File: src/rtl/madd3_pkg.sv
package madd3_pkg;
  localparam int unsigned MADD3_DEF_WIDTH = 8;

  function automatic int unsigned prod_bits(input int unsigned w);
    return 2 * w;
  endfunction

  function automatic int unsigned sum_bits(input int unsigned w);
    return 2 * w + 1;
  endfunction
endpackage

File: src/rtl/madd3_seg_load.sv
module madd3_seg_load #(
  parameter int unsigned WIDTH = madd3_pkg::MADD3_DEF_WIDTH
) (
  input  logic             clk,
  input  logic             rst,
  input  logic             en,
  input  logic             in_valid,
  input  logic [WIDTH-1:0] in_a,
  input  logic [WIDTH-1:0] in_b,
  output logic             q_valid,
  output logic [WIDTH-1:0] q_a,
  output logic [WIDTH-1:0] q_b
);
  // Segment 1: operand capture.
  always_ff @(posedge clk) begin
    if (rst) begin
      q_valid <= 1'b0;
    end else if (en) begin
      q_valid <= in_valid;
    end
  end

  always_ff @(posedge clk) begin
    if (en) begin
      q_a <= in_a;
      q_b <= in_b;
    end
  end
endmodule

File: src/rtl/madd3_seg_mul.sv
module madd3_seg_mul #(
  parameter int unsigned WIDTH = madd3_pkg::MADD3_DEF_WIDTH,
  localparam int unsigned PW   = madd3_pkg::prod_bits(WIDTH)
) (
  input  logic             clk,
  input  logic             rst,
  input  logic             en,
  input  logic             d_valid,
  input  logic [WIDTH-1:0] d_a,
  input  logic [WIDTH-1:0] d_b,
  input  logic [WIDTH-1:0] in_c,
  output logic             q_valid,
  output logic [PW-1:0]    q_prod,
  output logic [WIDTH-1:0] q_c
);
  // Segment 2: the product and the late addend are loaded in the same clock.
  logic [PW-1:0] prod_w;

  always_comb begin
    prod_w = PW'(d_a) * PW'(d_b);
  end

  always_ff @(posedge clk) begin
    if (rst) begin
      q_valid <= 1'b0;
    end else if (en) begin
      q_valid <= d_valid;
    end
  end

  always_ff @(posedge clk) begin
    if (en) begin
      q_prod <= prod_w;
      q_c    <= in_c;
    end
  end
endmodule

File: src/rtl/madd3_seg_add.sv
module madd3_seg_add #(
  parameter int unsigned WIDTH = madd3_pkg::MADD3_DEF_WIDTH,
  localparam int unsigned PW   = madd3_pkg::prod_bits(WIDTH),
  localparam int unsigned SW   = madd3_pkg::sum_bits(WIDTH)
) (
  input  logic             clk,
  input  logic             rst,
  input  logic             en,
  input  logic             d_valid,
  input  logic [PW-1:0]    d_prod,
  input  logic [WIDTH-1:0] d_c,
  output logic             q_valid,
  output logic [SW-1:0]    q_sum
);
  // Segment 3: the sum is one bit wider than the product.
  logic [SW-1:0] sum_w;

  always_comb begin
    sum_w = SW'(d_prod) + SW'(d_c);
  end

  always_ff @(posedge clk) begin
    if (rst) begin
      q_valid <= 1'b0;
    end else if (en) begin
      q_valid <= d_valid;
    end
  end

  always_ff @(posedge clk) begin
    if (en) begin
      q_sum <= sum_w;
    end
  end
endmodule

File: src/rtl/madd3_pipe.sv
module madd3_pipe #(
  parameter int unsigned WIDTH = madd3_pkg::MADD3_DEF_WIDTH,
  localparam int unsigned PW   = madd3_pkg::prod_bits(WIDTH),
  localparam int unsigned SW   = madd3_pkg::sum_bits(WIDTH)
) (
  input  logic             clk,
  input  logic             rst,
  input  logic             en,
  input  logic             in_valid,
  input  logic [WIDTH-1:0] in_a,
  input  logic [WIDTH-1:0] in_b,
  input  logic [WIDTH-1:0] in_c,
  output logic             out_valid,
  output logic [SW-1:0]    out_result
);
  logic             s1_valid;
  logic [WIDTH-1:0] s1_a;
  logic [WIDTH-1:0] s1_b;
  logic             s2_valid;
  logic [PW-1:0]    s2_prod;
  logic [WIDTH-1:0] s2_c;

  madd3_seg_load #(.WIDTH(WIDTH)) u_seg1 (
    .clk      (clk),
    .rst      (rst),
    .en       (en),
    .in_valid (in_valid),
    .in_a     (in_a),
    .in_b     (in_b),
    .q_valid  (s1_valid),
    .q_a      (s1_a),
    .q_b      (s1_b)
  );

  madd3_seg_mul #(.WIDTH(WIDTH)) u_seg2 (
    .clk     (clk),
    .rst     (rst),
    .en      (en),
    .d_valid (s1_valid),
    .d_a     (s1_a),
    .d_b     (s1_b),
    .in_c    (in_c),
    .q_valid (s2_valid),
    .q_prod  (s2_prod),
    .q_c     (s2_c)
  );

  madd3_seg_add #(.WIDTH(WIDTH)) u_seg3 (
    .clk     (clk),
    .rst     (rst),
    .en      (en),
    .d_valid (s2_valid),
    .d_prod  (s2_prod),
    .d_c     (s2_c),
    .q_valid (out_valid),
    .q_sum   (out_result)
  );
endmodule

File: config.mk
export PLATFORM = sky130hd
export DESIGN_NAME = madd3_pipe
export DESIGN_NICKNAME = d
export VERILOG_FILES = /design/src/rtl/madd3_pkg.sv /design/src/rtl/madd3_seg_load.sv /design/src/rtl/madd3_seg_mul.sv /design/src/rtl/madd3_seg_add.sv /design/src/rtl/madd3_pipe.sv
export SDC_FILE = /design/constraint.sdc
export NUM_CORES = 1
export LEC_CHECK = 0
export ABC_AREA = 1
export BUFFER_PORTS_ARGS = -buffer_cell sky130_fd_sc_hd__buf_4
export CORE_ASPECT_RATIO = 2
export CORE_UTILIZATION = 59
export CTS_BUF_LIST = sky130_fd_sc_hd__clkbuf_8
export DETAILED_ROUTE_END_ITERATION = 10
export HOLD_SLACK_MARGIN = 0.03
export PLACE_DENSITY = 0.76
export RECOVER_POWER = 25
export SETUP_SLACK_MARGIN = 0.1
export SYNTH_ARGS = -nofsm -noshare
export SYNTH_HDL_FRONTEND = slang
export SYNTH_SLANG_ARGS = --single-unit
File: constraint.sdc
create_clock -name clk -period 5.2 [get_ports clk]
set_input_delay 1.04 -clock clk [delete_from_list [all_inputs] [get_ports clk]]
set_output_delay 1.04 -clock clk [all_outputs]
set_load 0.005 [all_outputs]
==> results.rst <==
.. list-table::
   :header-rows: 1

   * - Metric
     - Value
   * - Post-CTS setup buffer count
     - 0
   * - Antenna violations before repair
     - 0
   * - CTS hold repair buffers
     - 0
   * - Die height
     - 130 um
   * - First-pass iteration count of the detailed router
     - 4
   * - Routed WL per cell
     - 13.8 um
   * - R2R depth
     - 16
   * - Global-route congestion overflow total
     - 0
   * - Worst-Margin Slew
     - 3190 ps
   * - Antenna diode count
     - 0
   * - Maximum number of pins on one net before global-route repair
     - 62
   * - Synth area leader
     - sky130_fd_sc_hd__edfxtp_1
   * - Startpoint of the worst-slack reg-to-reg timing path
     - u_seg1.q_b[7]
   * - Number of failing setup endpoints in the final timing report
     - 0
   * - Initial core utilization
     - 60.9%
   * - Run status
     - complete, but fails checks
   * - Final Max Slew Viols
     - 62
   * - Worst setup skew after layout
     - 11.7 ps
   * - Count of warnings emitted by yosys
     - 0
   * - Fraction of post-synthesis cell area in the top cell type by area
     - 35.4%
   * - Cell area reported after detailed placement
     - 0.00523 mm^2
   * - Standby leakage power
     - 3.03 nW
   * - Number of remaining DRC errors
     - 0
   * - Hold slack
     - 459 ps
   * - Count of antenna-violating nets left after detailed routing
     - 0
   * - Routed wire length
     - 9.70 mm
   * - Final worst slack
     - 988 ps
   * - Final Critical Period
     - 4210 ps
   * - CTS sink cnt
     - 60
   * - Final hold viol count
     - 0
   * - R2R Path End
     - u_seg2.q_prod[15]
   * - Routability-driven placement congestion ratio
     - 0.999
   * - Pre-CTS setup slack
     - 1030 ps
   * - Detailed-route via count
     - 3666
   * - Worst Path Arrival
     - 4340 ps
   * - Top cells by area, synth
     - sky130_fd_sc_hd__edfxtp_1 35%, sky130_fd_sc_hd__fa_1 15%, sky130_fd_sc_hd__nand2_1 13%
   * - DR iter-0 viols
     - 168
   * - First-pass GRT wire length
     - 16.0 mm
   * - I/O pin cnt
     - 46
   * - Horiz. Die Dim
     - 66.0 um
   * - Clock tree from TritonCTS
     - yes
   * - Sum of net half-perimeters after detailed placement
     - 7.67 mm
   * - H-tree depth
     - 3
   * - Net Count, Synth
     - 673
   * - Worst Hold Launch
     - u_seg2.q_valid
   * - Setup crit start
     - u_seg1.q_b[7]
   * - Cells after synthesis
     - 564
   * - Crit start category
     - register
   * - Critical path type
     - reg2reg
   * - Hold-critical path endpoint
     - u_seg3.q_valid
   * - GRT Overall Usage
     - 25.6%
   * - Number of global-route vias before repair
     - 3871
   * - Number of cells after detailed placement
     - 689
   * - Fraction of final layout cells with drive strength greater than 1
     - 10.5%
   * - Synthesized area per cell
     - 8.57 um^2
   * - Total of cells resized after clock tree synthesis
     - 0
   * - Worst-case register-to-register setup slack
     - 990 ps
   * - Final worst-path cycle share
     - 81.0%
   * - Cell depth of the worst hold path
     - 2
   * - Number of non-filler instances in the completed layout
     - 705
   * - Max Clk Rate
     - 0.237 GHz
   * - Final instance area
     - 0.00542 mm^2
   * - Core footprint
     - 0.00794 mm^2
   * - Count of nets after finishing
     - 713
   * - Number of buffers created by CTS
     - 9
   * - Overall die area
     - 0.00858 mm^2
   * - Unrepaired setup endpoints after global routing
     - false
   * - Register area share after synthesis
     - 36.6%
   * - Buffer levels on the longest clock path
     - 2
   * - Kind of end point of the critical path
     - register
   * - Class of the tightest hold or removal check
     - reg2reg
   * - Quantity of I/O buffers inserted on ports
     - 45
   * - PnR Total Power
     - 2.61 mW
   * - Count of different cell masters after synthesis
     - 22
   * - Total of flip-flops plus latches after synthesis
     - 60
   * - Synthesis-to-layout area growth
     - 12.1%
   * - Cell Pwr Density
     - 481 mW/mm^2
   * - Clock-pin slew of the registers on the worst-case setup and hold paths
     - 80 ps
   * - Per-cell via count in the routed design
     - 5.20
   * - Cell at the root of the clock tree
     - sky130_fd_sc_hd__clkbuf_8
   * - Post-Route Setup TNS
     - 0 ps
   * - Max-capacitance violation count
     - 1
   * - Netlist area before placement
     - 0.00483 mm^2
   * - Clock insertion delay at the later pin of the skew report
     - 360 ps
   * - Crit-path max FO
     - 8
   * - Relative slew margins
     - -113%
   * - Std cell rows
     - 46
   * - Violations in the final reports
     - capacitance limit, slew limit
   * - Required time of the critical path
     - 5320 ps
   * - Share of the core filled with cells
     - 68.2%
   * - Worst IR drop on VDD
     - 0.330 mV
-- cell families after synthesis --
kind of cell    after synthesis  share of synthesized area, %
compound gates               18                          2.10
xor+xnor                     15                          2.72
fa+ha+maj                    81                          26.7
buf+inv                     160                          12.4
flops                        60                          36.6
simple gates                230                          19.4
-- power breakdown --
group / total, mW / internal [mW] / switching, mW / leakage (nW)
Sequential: 0.809 / 0.726 / 0.0825 / 0.586
Clock: 0.420 / 0.219 / 0.201 / 0.0968
Combinational: 1.38 / 0.549 / 0.830 / 2.35
-- cells in the mapped netlist, drive strengths merged --
| cell type | instances |
|---|---|
| o21bai | 1 |
| fa | 37 |
| a21o | 2 |
| clkbuf | 16 |
| a21oi | 13 |
| nor3 | 2 |
| nand4 | 6 |
| nor2 | 28 |
| edfxtp | 57 |
| dfxtp | 3 |
| xnor2 | 6 |
| nand3b | 4 |
| xor2 | 9 |
| nand2 | 166 |
| o21ai | 2 |
| inv | 144 |
| nand3 | 24 |
| ha | 44 |
-- worst max-delay path: stages (launching register included) --
cell                       delay [ps]
sky130_fd_sc_hd__edfxtp_1         560
sky130_fd_sc_hd__nand2_1          150
sky130_fd_sc_hd__fa_1             530
sky130_fd_sc_hd__fa_1             550
sky130_fd_sc_hd__inv_1             50
sky130_fd_sc_hd__fa_1             520
sky130_fd_sc_hd__inv_1             60
sky130_fd_sc_hd__fa_1             530
sky130_fd_sc_hd__inv_1             40
sky130_fd_sc_hd__ha_1             360
sky130_fd_sc_hd__nand2_1          130
sky130_fd_sc_hd__inv_1            100
sky130_fd_sc_hd__nand2_1           70
sky130_fd_sc_hd__nor2_1           110
sky130_fd_sc_hd__nand2_1           80
sky130_fd_sc_hd__nand4_1           80
sky130_fd_sc_hd__nand2_1           60
-- placed cells by master (no fill, tap or decap), drive strengths merged, types with 2 or more instances in the layout --
cell type	instances
dfxtp	3
clkinv	2
nor3	2
edfxtp	57
clkbuf	34
inv	146
nand4	6
fa	37
xnor2	6
o21ai	2
ha	44
a21oi	13
buf	20
xor2	9
a21o	2
nand2	166
clkinvlp	2
nand3b	4
nand3	24
nor2	28
-- registers in the layout, summed over array words and instances, names as in the netlist --
register        flops
u_seg1.q_a          8
u_seg1.q_b          8
u_seg1.q_valid      1
u_seg2.q_c          8
u_seg2.q_prod      16
u_seg2.q_valid      1
u_seg3.q_sum       17
u_seg3.q_valid      1
-- layer usage --
layer  up-vias  GRT usage, %  share of wire, %
li1       1786             -                 -
met1      1731          20.3                32
met2        99          50.5                59
met3        50          5.68               3.3
met4         0          18.4               6.1
met5         -             0                 0
-- area by class of cell --
class / count / area, um^2
fill: 648 / 2520
multi-input combinational: 344 / 2460
sequential: 60 / 1770
inverter: 144 / 541
timing repair buffer: 45 / 334
clock buffer: 9 / 124
tap: 96 / 120
clock inverter: 7 / 67.6
-- worst max-delay path by stage --
stage	to	cells after the start
floorplan	u_seg2.q_prod[15]	18
global placement	u_seg2.q_prod[12]	15
detailed placement	u_seg2.q_prod[12]	15
CTS	u_seg2.q_prod[12]	15
global route	u_seg2.q_prod[14]	17
finish	u_seg2.q_prod[15]	16
(Power assumes the default switching activity.)
